<file path="src/rtl/strb_irq_pkg.sv">
package strb_irq_pkg;
  // register addresses
  localparam int unsigned ADDR_STATUS = 0;
  localparam int unsigned ADDR_LAT_A  = 1;
  localparam int unsigned ADDR_LAT_B  = 2;
  // status register bit positions (host software decodes these)
  localparam int unsigned BIT_INT  = 7;
  localparam int unsigned BIT_PA   = 6;
  localparam int unsigned BIT_PB   = 5;
  localparam int unsigned BIT_ENA  = 4;
  localparam int unsigned BIT_ENB  = 3;
  localparam int unsigned BIT_ENEE = 2;
  localparam int unsigned BIT_EOW  = 0;
  localparam int unsigned STATUS_W = 8;
  localparam int unsigned NUM_PORTS = 2;
endpackage

</file>
<file path="src/rtl/strb_rst_sync.sv">
module strb_rst_sync #(
  parameter int unsigned STAGES = 2
) (
  input  logic clk,
  input  logic rst_n,
  output logic rst_ns
);
  logic [STAGES-1:0] sh_q;
  logic [STAGES-1:0] sh_d;

  always_comb begin
    sh_d = {sh_q[STAGES-2:0], 1'b1};
  end

  always_ff @(posedge clk or negedge rst_n) begin
    if (!rst_n) sh_q <= '0;
    else        sh_q <= sh_d;
  end

  assign rst_ns = sh_q[STAGES-1];
endmodule

</file>
<file path="src/rtl/strb_edge_detect.sv">
module strb_edge_detect #(
  parameter int unsigned SYNC_STAGES = 2
) (
  input  logic clk,
  input  logic rst_n,
  input  logic pin,
  input  logic rise_sel,
  output logic evt
);
  logic [SYNC_STAGES-1:0] sync_q;
  logic [SYNC_STAGES-1:0] sync_d;
  logic                   prev_q;
  logic                   prev_d;
  logic                   cur;

  assign cur = sync_q[SYNC_STAGES-1];

  always_comb begin
    sync_d = {sync_q[SYNC_STAGES-2:0], pin};
    prev_d = cur;
  end

  always_ff @(posedge clk or negedge rst_n) begin
    if (!rst_n) begin
      sync_q <= '0;
      prev_q <= 1'b0;
    end else begin
      sync_q <= sync_d;
      prev_q <= prev_d;
    end
  end

  always_comb begin
    if (rise_sel) evt = cur & ~prev_q;
    else          evt = ~cur & prev_q;
  end
endmodule

</file>
<file path="src/rtl/strb_port_capture.sv">
module strb_port_capture #(
  parameter int unsigned DATA_W = 8
) (
  input  logic              clk,
  input  logic              rst_n,
  input  logic              evt,
  input  logic              is_input,
  input  logic [DATA_W-1:0] din,
  input  logic              rd_clr,
  input  logic              wr_clr,
  output logic              pending,
  output logic [DATA_W-1:0] held
);
  logic              pend_q, pend_d;
  logic [DATA_W-1:0] held_q, held_d;
  logic              cap_en;

  assign cap_en = evt & is_input;

  always_comb begin
    pend_d = pend_q;
    if (rd_clr | wr_clr) pend_d = 1'b0;
    if (cap_en)          pend_d = 1'b1;
    held_d = cap_en ? din : held_q;
  end

  always_ff @(posedge clk or negedge rst_n) begin
    if (!rst_n) begin
      pend_q <= 1'b0;
      held_q <= '0;
    end else begin
      pend_q <= pend_d;
      held_q <= held_d;
    end
  end

  assign pending = pend_q;
  assign held    = held_q;
endmodule

</file>
<file path="src/rtl/strb_status_core.sv">
module strb_status_core (
  input  logic clk,
  input  logic rst_n,
  input  logic status_wr,
  input  logic wr_ena,
  input  logic wr_enb,
  input  logic wr_enee,
  input  logic wr_eow,
  input  logic prog_done,
  input  logic pend_a,
  input  logic pend_b,
  output logic ena,
  output logic enb,
  output logic enee,
  output logic eow,
  output logic irq
);
  logic [2:0] en_q, en_d;
  logic       eow_q, eow_d;

  always_comb begin
    en_d  = status_wr ? {wr_ena, wr_enb, wr_enee} : en_q;
    eow_d = eow_q;
    if (status_wr && !wr_eow) eow_d = 1'b0;
    if (prog_done)            eow_d = 1'b1;
  end

  always_ff @(posedge clk or negedge rst_n) begin
    if (!rst_n) begin
      en_q  <= '0;
      eow_q <= 1'b0;
    end else begin
      en_q  <= en_d;
      eow_q <= eow_d;
    end
  end

  assign ena  = en_q[2];
  assign enb  = en_q[1];
  assign enee = en_q[0];
  assign eow  = eow_q;
  assign irq  = (pend_a & en_q[2]) | (pend_b & en_q[1]) | (eow_q & en_q[0]);
endmodule

</file>
<file path="src/rtl/strobe_port_irq_ctrl.sv">
module strobe_port_irq_ctrl
  import strb_irq_pkg::*;
#(
  parameter int unsigned ADDR_W      = 2,
  parameter int unsigned DATA_W      = 8,
  parameter int unsigned SYNC_STAGES = 2,
  parameter int unsigned RST_STAGES  = 2
) (
  input  logic              clk,
  input  logic              rst_n,
  input  logic [ADDR_W-1:0] bus_addr,
  input  logic              bus_wr,
  input  logic              bus_rd,
  input  logic [DATA_W-1:0] bus_wdata,
  output logic [DATA_W-1:0] bus_rdata,
  input  logic              strb_a,
  input  logic              strb_b,
  input  logic [DATA_W-1:0] pa_din,
  input  logic [DATA_W-1:0] pb_din,
  input  logic              pa_is_input,
  input  logic              pb_is_input,
  input  logic              pa_rise_edge,
  input  logic              pb_rise_edge,
  input  logic              prog_done,
  output logic              irq
);
  localparam logic [ADDR_W-1:0] A_STATUS = ADDR_W'(ADDR_STATUS);
  localparam logic [ADDR_W-1:0] A_LAT_A  = ADDR_W'(ADDR_LAT_A);
  localparam logic [ADDR_W-1:0] A_LAT_B  = ADDR_W'(ADDR_LAT_B);

  logic rst_ns;

  logic [NUM_PORTS-1:0] pin_v, rise_v, dir_v, evt_v, pend_v, rdclr_v, wrclr_v;
  logic [DATA_W-1:0]    din_v  [NUM_PORTS];
  logic [DATA_W-1:0]    held_v [NUM_PORTS];

  logic status_wr;
  logic ena, enb, enee, eow;
  logic [STATUS_W-1:0] status;

  // signals observed by the bound checker
  logic evt_a, evt_b, flag_a, flag_b;

  strb_rst_sync #(.STAGES(RST_STAGES)) u_rst (
    .clk    (clk),
    .rst_n  (rst_n),
    .rst_ns (rst_ns)
  );

  assign pin_v    = {strb_b, strb_a};
  assign rise_v   = {pb_rise_edge, pa_rise_edge};
  assign dir_v    = {pb_is_input, pa_is_input};
  assign din_v[0] = pa_din;
  assign din_v[1] = pb_din;

  assign status_wr  = bus_wr && (bus_addr == A_STATUS);
  assign rdclr_v[0] = bus_rd && (bus_addr == A_LAT_A);
  assign rdclr_v[1] = bus_rd && (bus_addr == A_LAT_B);
  assign wrclr_v[0] = status_wr && !bus_wdata[BIT_PA];
  assign wrclr_v[1] = status_wr && !bus_wdata[BIT_PB];

  for (genvar p = 0; p < NUM_PORTS; p++) begin : g_port
    strb_edge_detect #(.SYNC_STAGES(SYNC_STAGES)) u_edge (
      .clk      (clk),
      .rst_n    (rst_ns),
      .pin      (pin_v[p]),
      .rise_sel (rise_v[p]),
      .evt      (evt_v[p])
    );
    strb_port_capture #(.DATA_W(DATA_W)) u_cap (
      .clk      (clk),
      .rst_n    (rst_ns),
      .evt      (evt_v[p]),
      .is_input (dir_v[p]),
      .din      (din_v[p]),
      .rd_clr   (rdclr_v[p]),
      .wr_clr   (wrclr_v[p]),
      .pending  (pend_v[p]),
      .held     (held_v[p])
    );
  end

  strb_status_core u_core (
    .clk       (clk),
    .rst_n     (rst_ns),
    .status_wr (status_wr),
    .wr_ena    (bus_wdata[BIT_ENA]),
    .wr_enb    (bus_wdata[BIT_ENB]),
    .wr_enee   (bus_wdata[BIT_ENEE]),
    .wr_eow    (bus_wdata[BIT_EOW]),
    .prog_done (prog_done),
    .pend_a    (pend_v[0]),
    .pend_b    (pend_v[1]),
    .ena       (ena),
    .enb       (enb),
    .enee      (enee),
    .eow       (eow),
    .irq       (irq)
  );

  always_comb begin
    status           = '0;
    status[BIT_INT]  = irq;
    status[BIT_PA]   = pend_v[0];
    status[BIT_PB]   = pend_v[1];
    status[BIT_ENA]  = ena;
    status[BIT_ENB]  = enb;
    status[BIT_ENEE] = enee;
    status[BIT_EOW]  = eow;
  end

  always_comb begin
    case (bus_addr)
      A_STATUS: bus_rdata = DATA_W'(status);
      A_LAT_A:  bus_rdata = held_v[0];
      A_LAT_B:  bus_rdata = held_v[1];
      default:  bus_rdata = '0;
    endcase
  end

  assign evt_a  = evt_v[0];
  assign evt_b  = evt_v[1];
  assign flag_a = pend_v[0];
  assign flag_b = pend_v[1];

  logic unused_wbits;
  assign unused_wbits = ^bus_wdata;
endmodule

</file>
<file path="config.mk">
export PLATFORM = sky130hd
export DESIGN_NAME = strobe_port_irq_ctrl
export DESIGN_NICKNAME = d
export VERILOG_FILES = /design/src/rtl/strb_irq_pkg.sv /design/src/rtl/strb_rst_sync.sv /design/src/rtl/strb_edge_detect.sv /design/src/rtl/strb_port_capture.sv /design/src/rtl/strb_status_core.sv /design/src/rtl/strobe_port_irq_ctrl.sv
export SDC_FILE = /design/constraint.sdc
export NUM_CORES = 1
export LEC_CHECK = 0
export ABC_CLOCK_PERIOD_IN_PS = 2500
export BUFFER_PORTS_ARGS = -buffer_cell sky130_fd_sc_hd__buf_2
export CAP_MARGIN = 20
export CORE_MARGIN = 5
export CORE_UTILIZATION = 45
export CTS_BUF_LIST = sky130_fd_sc_hd__clkbuf_16
export DETAILED_ROUTE_END_ITERATION = 6
export PLACE_DENSITY = 0.71
export SYNTH_ARGS = -nofsm -noshare
export SYNTH_HDL_FRONTEND = slang
export SYNTH_HIERARCHICAL = 1
export SYNTH_SLANG_ARGS = --single-unit
</file>
<file path="constraint.sdc">
create_clock -name clk -period 2.5 [get_ports clk]
set_clock_uncertainty 0.05 [all_clocks]
set_input_delay 0.25 -clock clk [delete_from_list [all_inputs] [get_ports clk]]
set_output_delay 0.25 -clock clk [all_outputs]
set_load 0.05 [all_outputs]
</file>
==> results.rst, run 1 <==
.. list-table::
   :header-rows: 1

   * - Metric
     - Value
   * - Fraction of synthesized cell area in xor and xnor cells
     - 0%
   * - Number of nets still failing antenna checks after routing
     - 0
   * - Cells traversed along the worst timing path
     - a222oi_1, inv_1, mux2i_1, o2bb2ai_1, buf_2
   * - Met3 usage in global routing
     - 6.572%
   * - Portion of netlist area occupied by mux cells
     - a little over a fifth
   * - Clock Tree Buf Depth
     - 2
   * - Core Region
     - between 2000 and 3000 sq um
   * - H-Tree Level Count
     - 2
   * - Power spent charging and discharging nets
     - 0.4121 mW
   * - First DRT Iteration DRCs
     - 14
   * - Mean routed wirelength per cell
     - 16.59 um
   * - Post-synthesis area per instance
     - ~14 sq um
   * - Startpoint of the worst setup timing path
     - g_port[0].u_cap/pending
   * - Port Buf Inserts
     - 43
   * - Grt met2 use
     - 25.76%
   * - Final antenna diode count
     - 0
   * - Routed wire length
     - 2.854 mm
   * - Via count of the routed design
     - ~900
   * - Global routing usage summed across all routing layers
     - 15.65%
   * - R2r endpoint
     - g_port[1].u_cap/held[3]
   * - Clock power share
     - 36.7%
   * - Combinational fraction of design power
     - 21.0%
   * - Setup violators final
     - 0
   * - Clock latency on the worst-skew pair
     - 0.27 ns
   * - Height of the chip
     - 63.70 um
   * - Achievable frequency
     - 524.4 MHz
   * - CTS tree
     - done
   * - Synth-to-layout area growth
     - 28.74%
   * - Post-synthesis register bit count
     - 30
   * - Combinational family with the most area after synthesis
     - multiplexers
   * - Count of pins over their slew limit
     - 0
   * - Standard cell with the maximum stage delay on the critical path
     - a222oi_1
   * - Hold Slack
     - 0.03276 ns
   * - Yosys warnings
     - 6
   * - Area of the mapped netlist
     - 1297 sq um
   * - Startpoint type of the worst setup path
     - flop
   * - Maximum number of pins on one net before global-route repair
     - 18
   * - R2r setup slk
     - 1.18 ns
   * - Count of buffers added by post-CTS timing repair for setup
     - 0
   * - Setup Total Neg Slack
     - 0 ns
   * - Total Die Area
     - a little over 4000 sq um
   * - Critical path required time
     - roughly 2.2 ns
   * - Ratio of routed vias to standard cells
     - 5.244
   * - Type of the worst setup path
     - flop to output pin
   * - Unrepaired setup endpoints after global routing
     - false
   * - Layout cells sized above 1
     - 53.19%
   * - Clk Tree Root Cell
     - clkbuf_16
   * - Number of enable-type register cells in the synthesized netlist
     - 0
   * - Reported max-cap violation count
     - 0
   * - Cell-internal power
     - 1.045 mW
   * - Vias in the first global route
     - 1029
   * - Clock slew at reported path FFs
     - 0.05 ns
   * - Total power per unit cell area
     - a little under 900 nW/um^2
   * - Sum of net half-perimeters after detailed placement
     - 2.132 mm
   * - Synth area leaders
     - dfrtp_1, mux2_2, mux2i_1, o2bb2ai_1, nand2b_1
   * - Global routing's busiest layer
     - met2
   * - Clock buffers created by TritonCTS
     - 5
   * - Share of synthesized area occupied by flip-flops and latches
     - 57.86%
   * - Global route total overflow
     - 0
   * - I/O pin cnt
     - 46
   * - Async SR Flop Fraction
     - 100.0%
   * - Minimum period implied by the final worst setup slack
     - about 1.9 ns
   * - Synth cell types
     - 22
   * - Pwr Total
     - roughly 1.5 mW
   * - Predominant post-synthesis flop cell
     - dfrtp_1
   * - Wire length of the first global-routing pass
     - 4.857 mm
   * - IR Drop Worst-Case VDD
     - 0.7921 mV
   * - Startpoint of the worst hold path
     - strb_a
   * - Number of instances on the worst hold path
     - 1
   * - Number of cells on the worst reg-to-reg path
     - 4
   * - Critical R2R Launch
     - g_port[1].u_edge/sync_q[1]
   * - Post-Synth Adder-Cell Area
     - 0%
   * - Synthesized net count
     - 130
   * - Net switching fraction of the power
     - 28.28%
   * - Delay contributed by the slowest stage of the critical path
     - 0.40 ns
   * - Data arrival, critical path
     - 1.61 ns
   * - Static Leakage
     - 0.8004 nW
   * - Share of the clock period used by the worst path after layout
     - 76.28%
   * - Cells after synthesis
     - 93
   * - Remaining design rule violation count
     - 0
   * - Clock sink count
     - 30
   * - Die X
     - 63.70 um
   * - Sequential group share of total power
     - 42.3%
   * - RePlAce Congestion
     - 0.7632
   * - Share of Yosys cell area claimed by the top area cell type
     - 57.86%
   * - Path class of the lowest-slack min-delay path
     - primary input to flop
   * - Initial standard-cell utilization of the core
     - between 40% and 50%
   * - Outcome
     - finished clean
   * - Ranking of synthesized cells by instance count
     - dfrtp_1, mux2_2, o2bb2ai_1
   * - Compound-gate portion of the synthesized area
     - about 8.9%
   * - Number of optimization iterations in the first detailed-route pass
     - 4
   * - GR Layer Usage met1
     - 17.79%
   * - Top-count cell post-synth
     - dfrtp_1
   * - Area fraction in and, or, nand and nor cells after synthesis
     - 8.390%
   * - Post-synthesis cell type with the largest combined area
     - dfrtp_1
   * - Final Hold Fails
     - 0
   * - Crit path max fanout
     - 3
   * - Initial antenna violation count
     - 0
   * - Capture point of the worst path
     - bus_rdata[7]
   * - Fin nets
     - 179
   * - Std cell rows
     - 19
   * - Critical Path End Type
     - output pin
[power groups by stage]
stage          registers [mW]  clock network, mW  logic, mW
2_1_floorplan           0.611                  0      0.230
3_3_place_gp            0.619                  0      0.299
3_5_place_dp            0.625                  0      0.307
4_1_cts                 0.618              0.546      0.310
5_1_grt                 0.627              0.575      0.331
6_report                0.616              0.535      0.306
[kinds of logic (layout without fill, tap and decap cells)]
kind of cell / count (synthesis) / in the layout
flip-flops: 30 / 30
other: 1 / 1
multiplexers: 26 / 26
AO/OA/AOI/OAI: 14 / 14
AND/OR/NAND/NOR: 17 / 17
buffers and inverters: 5 / 53
[metrics by stage]
stage | utilization, % | setup slack, ns | area, sq um | cells
3_3_place_gp | 55.54 | 0.9160 | 1531 | 165
2_1_floorplan | - | 0.5141 | 1297 | 93
3_5_place_dp | 55.54 | 0.9150 | 1531 | 165
4_1_cts | 60.57 | 0.6090 | 1670 | 172
6_report | 60.57 | 0.5930 | 1670 | 172
5_1_grt | 60.57 | 0.5248 | 1670 | 172
[critical path: cells and delay by family (launching register included)]
kind	cells	cell delay, ns
AOI/OAI and AO/OA	2	0.49
buffers and inverters	2	0.31
DFF	1	0.39
muxes	1	0.13
[metal layers]
layer	vias up	part of all wire [%]
li1	427	-
met1	441	39
met2	28	51
met3	6	8.4
met4	0	1.6
met5	-	0
[final cells by class]
class	count	area, sq um
Clock buffer	5	125.1
Fill cell	235	1087
Sequential cell	30	750.7
Timing Repair Buffer	45	232.7
Tap cell	31	38.79
Clock inverter	1	3.754
Inverter	2	7.507
Multi-Input combinational cell	58	511.7
[worst min path at each step]
stage	slack (ns)	to
finish	0.03	g_port[0].u_edge/sync_q[0]
detailed placement	-0.01	u_rst/sh_q[1]
floorplan	-0.1	u_rst/sh_q[0]
global route	0.03	g_port[1].u_edge/sync_q[0]
CTS	0.03	g_port[0].u_edge/sync_q[0]
global placement	-0.01	u_rst/sh_q[0]
[flip-flops by register name (all words and copies together) (netlist names)]
| name | count |
|---|---|
| g_port.u_cap/held | 16 |
| g_port.u_edge/sync_q | 4 |
| u_core/en_q | 3 |
| g_port.u_cap/pending | 2 |
| g_port.u_edge/prev_q | 2 |
| u_rst/sh_q | 2 |
| u_core/eow | 1 |
[what timing repair did]
action / in CTS / in global routing
endpoints found under the hold margin: 2 / 0
hold buffers: 1 / 0
resized for setup: 0 / 0
[layout by cell type (no fill, tap or decap), types with 2 or more instances in the layout]
master,n
clkbuf_16,5
o21ai_2,2
nand3b_1,2
dfrtp_1,30
mux2i_1,7
inv_1,2
o21ai_0,2
nand2_1,2
nor2_2,2
o2bb2ai_1,8
nand2_2,2
mux2_2,18
buf_2,43
nand2b_1,5
(Power assumes the default switching activity.)
==> run 2: changes to the inputs <==
ABC_CLOCK_PERIOD_IN_PS = 1680   (was 2500)
CORE_UTILIZATION = 43   (was 45)
clock period = 1.68 ns   (was 2.5 ns; I/O delays follow)
==> run 2 against run 1 <==
The flow now finishes with violations (negative setup slack). Hold slack improved by 0.0023 ns. Combinational power rose by 64%. Power rose by 52%. First-iteration DRC count rose by 110%. Worst setup slack got worse by 0.62 ns. Cell area rose by 5.2%. Clock power rose by 50%. Flip-flop and latch count did not move.
==> results.rst, run 2 (synthesized netlist as in run 1, its figures left out) <==
.. list-table::
   :header-rows: 1

   * - Metric
     - Value
   * - Share of the clock period used by the worst path after layout
     - 101.9%
   * - Worst Setup Slack, final
     - -0.03114 ns (-0.6242 ns)
   * - Via count of the routed design
     - 890 (-1.3%)
   * - Global routing usage summed across all routing layers
     - 13.36% (-2.3 points)
   * - Delay contributed by the slowest stage of the critical path
     - 0.37 ns (-0.03 ns)
   * - Number of nets still failing antenna checks after routing
     - 0 (unchanged)
   * - Routed wire length
     - 2.604 mm (-8.8%)
   * - Cells traversed along the worst timing path
     - a222oi_1, inv_1, mux2i_1, o2bb2ai_2, buf_6
   * - Data arrival, critical path
     - 1.49 ns (-0.12 ns)
   * - Clock buffers created by TritonCTS
     - 5 (unchanged)
   * - Crit path max fanout
     - 2 (-1)
   * - Placed insts
     - 168 (+1.8%)
   * - Initial antenna violation count
     - 0 (unchanged)
   * - First DRT Iteration DRCs
     - 29 (+15)
   * - I/O pin cnt
     - 46 (unchanged)
   * - Path class of the lowest-slack min-delay path
     - primary input to flop
   * - Layout cells sized above 1
     - 54.67% (+1.5 points)
   * - Clock sink count
     - 30 (unchanged)
   * - IR Drop Worst-Case VDD
     - 0.7053 mV (-11%)
   * - Final antenna diode count
     - 0 (unchanged)
   * - Clock latency on the worst-skew pair
     - 0.27 ns (about the same)
   * - Worst-case setup slack after placement
     - 0.1469 ns (-0.7680 ns)
   * - Std cell rows
     - 20 (+1)
   * - Total power per unit cell area
     - 1263 nW/um^2 (+45%)
   * - Static Leakage
     - 0.8476 nW (+5.9%)
   * - Type of the worst setup path
     - flop to output pin
   * - Sum of net half-perimeters after detailed placement
     - 1.993 mm (-6.5%)
   * - Most common library cell in the layout ignoring fill and taps
     - buf_2
   * - RePlAce Congestion
     - 0.7977 (+4.5%)
   * - H-Tree Level Count
     - 2 (unchanged)
   * - Standard cell with the maximum stage delay on the critical path
     - dfrtp_1
   * - Commonest cells after routing, fill and taps aside
     - buf_2, dfrtp_1, mux2_2, mux2i_1, o2bb2ai_1
   * - Violations in the final reports
     - negative setup slack
   * - Remaining design rule violation count
     - 0 (unchanged)
   * - Critical Path End Type
     - output pin
   * - Maximum number of pins on one net before global-route repair
     - 19 (+1)
   * - Total Die Area
     - 4216 sq um (+3.9%)
   * - Synth-to-layout area growth
     - 35.49%
   * - CTS tree
     - done
   * - Height of the chip
     - 64.93 um (+1.9%)
   * - Clk Tree Root Cell
     - clkbuf_16
   * - Clock Tree Buf Depth
     - 2 (unchanged)
   * - Port Buf Inserts
     - 43 (unchanged)
   * - Setup violators final
     - 1 (+1)
   * - Number of optimization iterations in the first detailed-route pass
     - 4 (unchanged)
   * - Pwr Total
     - 2.220 mW (+52%)
   * - Wire length of the first global-routing pass
     - 4.215 mm (-13%)
   * - Clock slew at reported path FFs
     - 0.05 ns (about the same)
   * - Initial standard-cell utilization of the core
     - 43.57% (-3.5 points)
   * - Reported max-cap violation count
     - 0 (unchanged)
   * - Die X
     - 64.93 um (+1.9%)
   * - Unrepaired setup endpoints after global routing
     - true
   * - Fillcell total
     - 251 (+6.8%)
   * - Startpoint type of the worst setup path
     - flop
   * - Count of pins over their slew limit
     - 0 (unchanged)
   * - Mean routed wirelength per cell
     - 14.23 um (-14%)
   * - Vias in the first global route
     - 938 (-8.8%)
   * - Fin nets
     - 186 (+3.9%)
   * - Core Region
     - 2978 sq um (+8.0%)
   * - Global route total overflow
     - 0 (unchanged)
   * - Post-layout instance count excluding filler cells
     - 183 (+6.4%)
   * - Ratio of routed vias to standard cells
     - 4.863 (-7.3%)
   * - Critical path required time
     - 1.46 ns (-0.74 ns)
   * - Outcome
     - complete, but fails checks
   * - Hold Slack
     - 0.03505 ns (+0.002289 ns)
   * - Final Hold Fails
     - 0 (unchanged)
   * - Max FFs per register
     - 16 (unchanged)
   * - Achievable frequency
     - 584.4 MHz
   * - Minimum period implied by the final worst setup slack
     - 1.711 ns
## run 2: power by group
part	internal, mW	switching, mW
combinational	0.226	0.275
clock	0.532	0.273
sequential	0.846	0.0687
## run 2: final cells by class
type                            count  area (sq um)  share of cell area [%]
Multi-Input combinational cell     58         518.0                   29.47
Timing Repair Buffer               52         302.8                   17.22
Sequential cell                    30         750.7                   42.70
Clock buffer                        5         125.1                   7.117
Tap cell                           33         41.29                   2.349
Inverter                            2         7.507                  0.4270
Clock inverter                      3         12.51                  0.7117
## run 2: path summary, 6_finish.rpt
path	startpoint	end	slack (ns)	cells past startpoint
max reg2reg	g_port[1].u_edge/sync_q[1]	g_port[1].u_cap/held[3]	0.38	4
max	u_core/en_q[2]	bus_rdata[7]	-0.03	5
min	prog_done	u_core/eow	0.04	2
max in group asynchronous	u_rst/sh_q[1]	g_port[0].u_cap/held[0]	0.88	1
min reg2reg	u_rst/sh_q[1]	g_port[0].u_cap/held[1]	0.12	0
min in group asynchronous	u_rst/sh_q[1]	g_port[0].u_cap/held[1]	0.12	0
## run 2: worst max-delay path, delay by kind of cell (launching register included)
| kind | cells | cell delay [ns] |
|---|---|---|
| multiplexers | 1 | 0.16 |
| buffers and inverters | 2 | 0.25 |
| AO/OA/AOI/OAI | 2 | 0.43 |
| flip-flops | 1 | 0.37 |
## run 2: timing repair
item                                    CTS  global route
endpoints found under the setup margin    1             2
pin swaps                                 2             0
endpoints found under the hold margin     4             0
hold buffers                              3             0
gates resized for setup                   2             3
buffers inserted                          4             0
## run 2: stage by stage
step	TNS, ns	utilization, %	cell area [sq um]
CTS	-0.04458	58.82	1752
floorplan	0	-	1304
finish	-0.03114	59.03	1758
global placement	0	51.97	1548
global route	-0.09669	59.03	1758
detailed placement	0	51.97	1548
## run 2: metal layers
metal,GRT usage (%),wire (um)
met1,15.57,1067
met2,22.35,1382
met3,3.466,135
met4,7.124,18
met5,0,0
==> run 3: changes to the inputs <==
SYNTH_HIERARCHICAL = not set   (was 1)
==> run 3 against run 2 <==
Die area decreased by 0.25%. Via count increased by 5.5%. Maximum frequency decreased by 0.73%. The run still ends with negative setup slack left. Critical path depth decreased by 1. Synthesized cell count increased by 1.1%.
==> results.rst, run 3 <==
.. list-table::
   :header-rows: 1

   * - Metric
     - Value
   * - Std cell rows
     - 20 (unchanged)
   * - Ranking of synthesized cells by instance count
     - dfrtp_1, mux2_2, nand2_1
   * - Share of synthesized area occupied by flip-flops and latches
     - 58.03% (+0.17 points)
   * - Clock latency on the worst-skew pair
     - 0.27 ns (about the same)
   * - Mean routed wirelength per cell
     - 14.97 um (+5.2%)
   * - Startpoint type of the worst setup path
     - flop
   * - Sum of net half-perimeters after detailed placement
     - 2.072 mm (+4.0%)
   * - Global routing usage summed across all routing layers
     - 14.53% (+1.2 points)
   * - Predominant post-synthesis flop cell
     - dfrtp_1
   * - Synthesized net count
     - 131 (+0.77%)
   * - Delay contributed by the slowest stage of the critical path
     - 0.42 ns (+0.05 ns)
   * - Minimum period implied by the final worst setup slack
     - 1.724 ns (+0.01258 ns)
   * - Commonest cells after routing, fill and taps aside
     - buf_2, dfrtp_1, mux2_2, nand2_1
   * - Async SR Flop Fraction
     - 100.0% (unchanged)
   * - First DRT Iteration DRCs
     - 37 (+28%)
   * - Final Hold Fails
     - 0 (unchanged)
   * - Clock slew at reported path FFs
     - 0.04 ns (about the same)
   * - Initial antenna violation count
     - 0 (unchanged)
   * - Grt met2 use
     - 23.50% (+1.1 points)
   * - Post-synthesis cell type with the largest combined area
     - dfrtp_1
   * - R2r endpoint
     - g_port[0].u_cap.held[4]
   * - Crit path max fanout
     - 3 (+1)
   * - Critical path required time
     - 1.46 ns (about the same)
   * - GR Layer Usage met1
     - 16.44% (+0.87 points)
   * - Initial standard-cell utilization of the core
     - 43.45% (-0.13 points)
   * - Total power per unit cell area
     - 1346 nW/um^2 (+6.6%)
   * - Synth area leaders
     - dfrtp_1, mux2_2, mux2i_1, nor4b_2, nand2_1
   * - Count of pins over their slew limit
     - 0 (unchanged)
   * - Pwr Total
     - 2.393 mW (+7.8%)
   * - Critical Path End Type
     - output pin
   * - Clk Tree Root Cell
     - clkbuf_16
   * - R2r setup slk
     - 0.35 ns (-0.03 ns)
   * - Cells traversed along the worst timing path
     - a222oi_1, or3_1, nand2_1, buf_6
   * - Setup Total Neg Slack
     - -0.04372 ns (-0.01258 ns)
   * - Yosys warnings
     - 0 (-6)
   * - Post-synthesis area per instance
     - 13.76 sq um (-1.4%)
   * - Cells after synthesis
     - 94 (+1.1%)
   * - Synth-to-layout area growth
     - 37.43%
   * - Die X
     - 64.85 um (-0.12%)
   * - CTS tree
     - done
   * - Total Die Area
     - 4206 sq um (-0.25%)
   * - Worst-case headroom to the max-slew limit
     - 61.31%
   * - Max FFs per register
     - 16 (unchanged)
   * - Port Buf Inserts
     - 43 (unchanged)
   * - Maximum number of pins on one net before global-route repair
     - 17 (-2)
   * - Share of the clock period used by the worst path after layout
     - 102.6% (+0.75 points)
   * - Synth cell types
     - 25 (+14%)
   * - Clock Tree Buf Depth
     - 2 (unchanged)
   * - Share of Yosys cell area claimed by the top area cell type
     - 58.03% (+0.17 points)
   * - Clock buffers created by TritonCTS
     - 5 (unchanged)
   * - Violations in the final reports
     - negative setup slack
   * - H-Tree Level Count
     - 2 (unchanged)
   * - Startpoint of the worst hold path
     - prog_done
   * - Global route total overflow
     - 0 (unchanged)
   * - Achievable frequency
     - 580.1 MHz (-0.73%)
   * - Number of cells on the worst reg-to-reg path
     - 3 (-1)
   * - Standard cell with the maximum stage delay on the critical path
     - a222oi_1
   * - Data arrival, critical path
     - 1.51 ns (+0.02 ns)
   * - Most common library cell in the layout ignoring fill and taps
     - buf_2
   * - Number of instances on the worst hold path
     - 2 (unchanged)
   * - Vias in the first global route
     - 1016 (+8.3%)
   * - Number of enable-type register cells in the synthesized netlist
     - 0 (unchanged)
   * - Clock sink count
     - 30 (unchanged)
   * - Layout cells sized above 1
     - 53.69% (-0.98 points)
   * - Fin nets
     - 186 (unchanged)
   * - Met3 usage in global routing
     - 6.759% (+3.3 points)
   * - Reported max-cap violation count
     - 0 (unchanged)
   * - Routed wire length
     - 2.724 mm (+4.6%)
   * - Number of nets still failing antenna checks after routing
     - 0 (unchanged)
   * - Type of the worst setup path
     - flop to output pin
   * - Area of the mapped netlist
     - 1294 sq um (-0.29%)
   * - Startpoint of the worst setup timing path
     - u_core.eow
   * - Path class of the lowest-slack min-delay path
     - primary input to flop
   * - Unrepaired setup endpoints after global routing
     - true
   * - Setup violators final
     - 1 (unchanged)
   * - Endpoint of the worst hold path
     - u_core.eow
   * - Wire length of the first global-routing pass
     - 4.485 mm (+6.4%)
   * - IR Drop Worst-Case VDD
     - 0.8228 mV (+17%)
   * - Height of the chip
     - 64.85 um (-0.12%)
   * - Core Region
     - 2978 sq um (unchanged)
   * - Ratio of routed vias to standard cells
     - 5.159 (+6.1%)
   * - RePlAce Congestion
     - 0.7760 (-2.7%)
   * - Static Leakage
     - 0.8444 nW (-0.39%)
   * - I/O pin cnt
     - 46 (unchanged)
   * - Actual transition at the worst max-transition pin
     - between 0.5 and 0.6 ns
   * - Worst Setup Slack, final
     - -0.04372 ns (-0.01258 ns)
   * - Top-count cell post-synth
     - dfrtp_1
   * - Worst-case setup slack after placement
     - 0.2430 ns (+0.09603 ns)
   * - Global routing's busiest layer
     - met2
   * - Final antenna diode count
     - 0 (unchanged)
   * - Number of optimization iterations in the first detailed-route pass
     - 4 (unchanged)
   * - Post-synthesis register bit count
     - 30 (unchanged)
   * - Utilization of the core after routing
     - 59.71% (+0.67 points)
   * - Critical R2R Launch
     - g_port[0].u_edge.sync_q[1]
   * - Remaining design rule violation count
     - 0 (unchanged)
   * - Outcome
     - complete, but fails checks
   * - Via count of the routed design
     - 939 (+5.5%)
run 3: cell count changes in the layout (fill, tap and decap cells not counted), sizes merged, moves of 3 or more:
cell,delta
o2bb2ai,-8
nand2,+5
nand2b,-4
nor2,-3
run 3: how the worst max path moves through the flow:
stage                   end  slack, ns
6_report       bus_rdata[7]      -0.04
3_3_place_gp   bus_rdata[7]       0.27
4_1_cts        bus_rdata[7]     -0.008
3_5_place_dp   bus_rdata[7]       0.24
2_1_floorplan  bus_rdata[7]       0.33
5_1_grt        bus_rdata[7]      -0.11
run 3: cell type report:
class	instances	area, sq um
repair buffers	51	307.8
multi-input cells	60	515.5
clock inverters	2	33.78
well taps	33	41.29
inverters	1	3.754
flip-flops and latches	30	750.7
clock buffers	5	125.1
fillers	236	1200
run 3: kinds of logic after synthesis:
logic type,Yosys count,share of synthesized area (%)
simple gates,20,11.51
mux,25,21.18
compound gates,14,6.866
flops,30,58.03
other cells,1,0.2899
buf+inv,4,2.127
run 3: through the flow:
| step | hold slack [ns] | cell area [sq um] | instances |
|---|---|---|---|
| after floorplan | -0.1776 | 1294 | 94 |
| after global placement | -0.09585 | 1554 | 169 |
| after detailed placement | -0.09270 | 1554 | 169 |
| after CTS | 0.03231 | 1772 | 182 |
| after global routing | 0.03730 | 1778 | 182 |
| final | 0.03955 | 1778 | 182 |
run 3: worst max-delay path, delay by kind of cell, from the launching register on:
| kind | cells | cell delay [ns] |
|---|---|---|
| AND/OR/NAND/NOR | 2 | 0.27 |
| AO/OA/AOI/OAI | 1 | 0.42 |
| flip-flops | 1 | 0.39 |
| buffers and inverters | 1 | 0.16 |
run 3: routing by layer:
| layer | up-vias | wire (um) | part of all wire (%) |
|---|---|---|---|
| li1 | 446 | - | - |
| met1 | 456 | 1159 | 43 |
| met2 | 32 | 1312 | 48 |
| met3 | 5 | 192 | 7.0 |
| met4 | 0 | 60 | 2.2 |
| met5 | - | 0 | 0 |
run 3: where the power goes:
| group | switching, mW | total (mW) | internal, mW |
|---|---|---|---|
| Clock | 0.282 | 0.964 | 0.682 |
| Combinational | 0.280 | 0.509 | 0.229 |
| Sequential | 0.0731 | 0.920 | 0.847 |
run 3: timing repair:
action                                  4_1_cts  5_1_grt
setup buffers                                 3        0
hold endpoints to repair                      4        0
resized for setup                             2        4
hold buffers                                  3        0
pin swaps                                     2        0
endpoints found under the setup margin        1        2
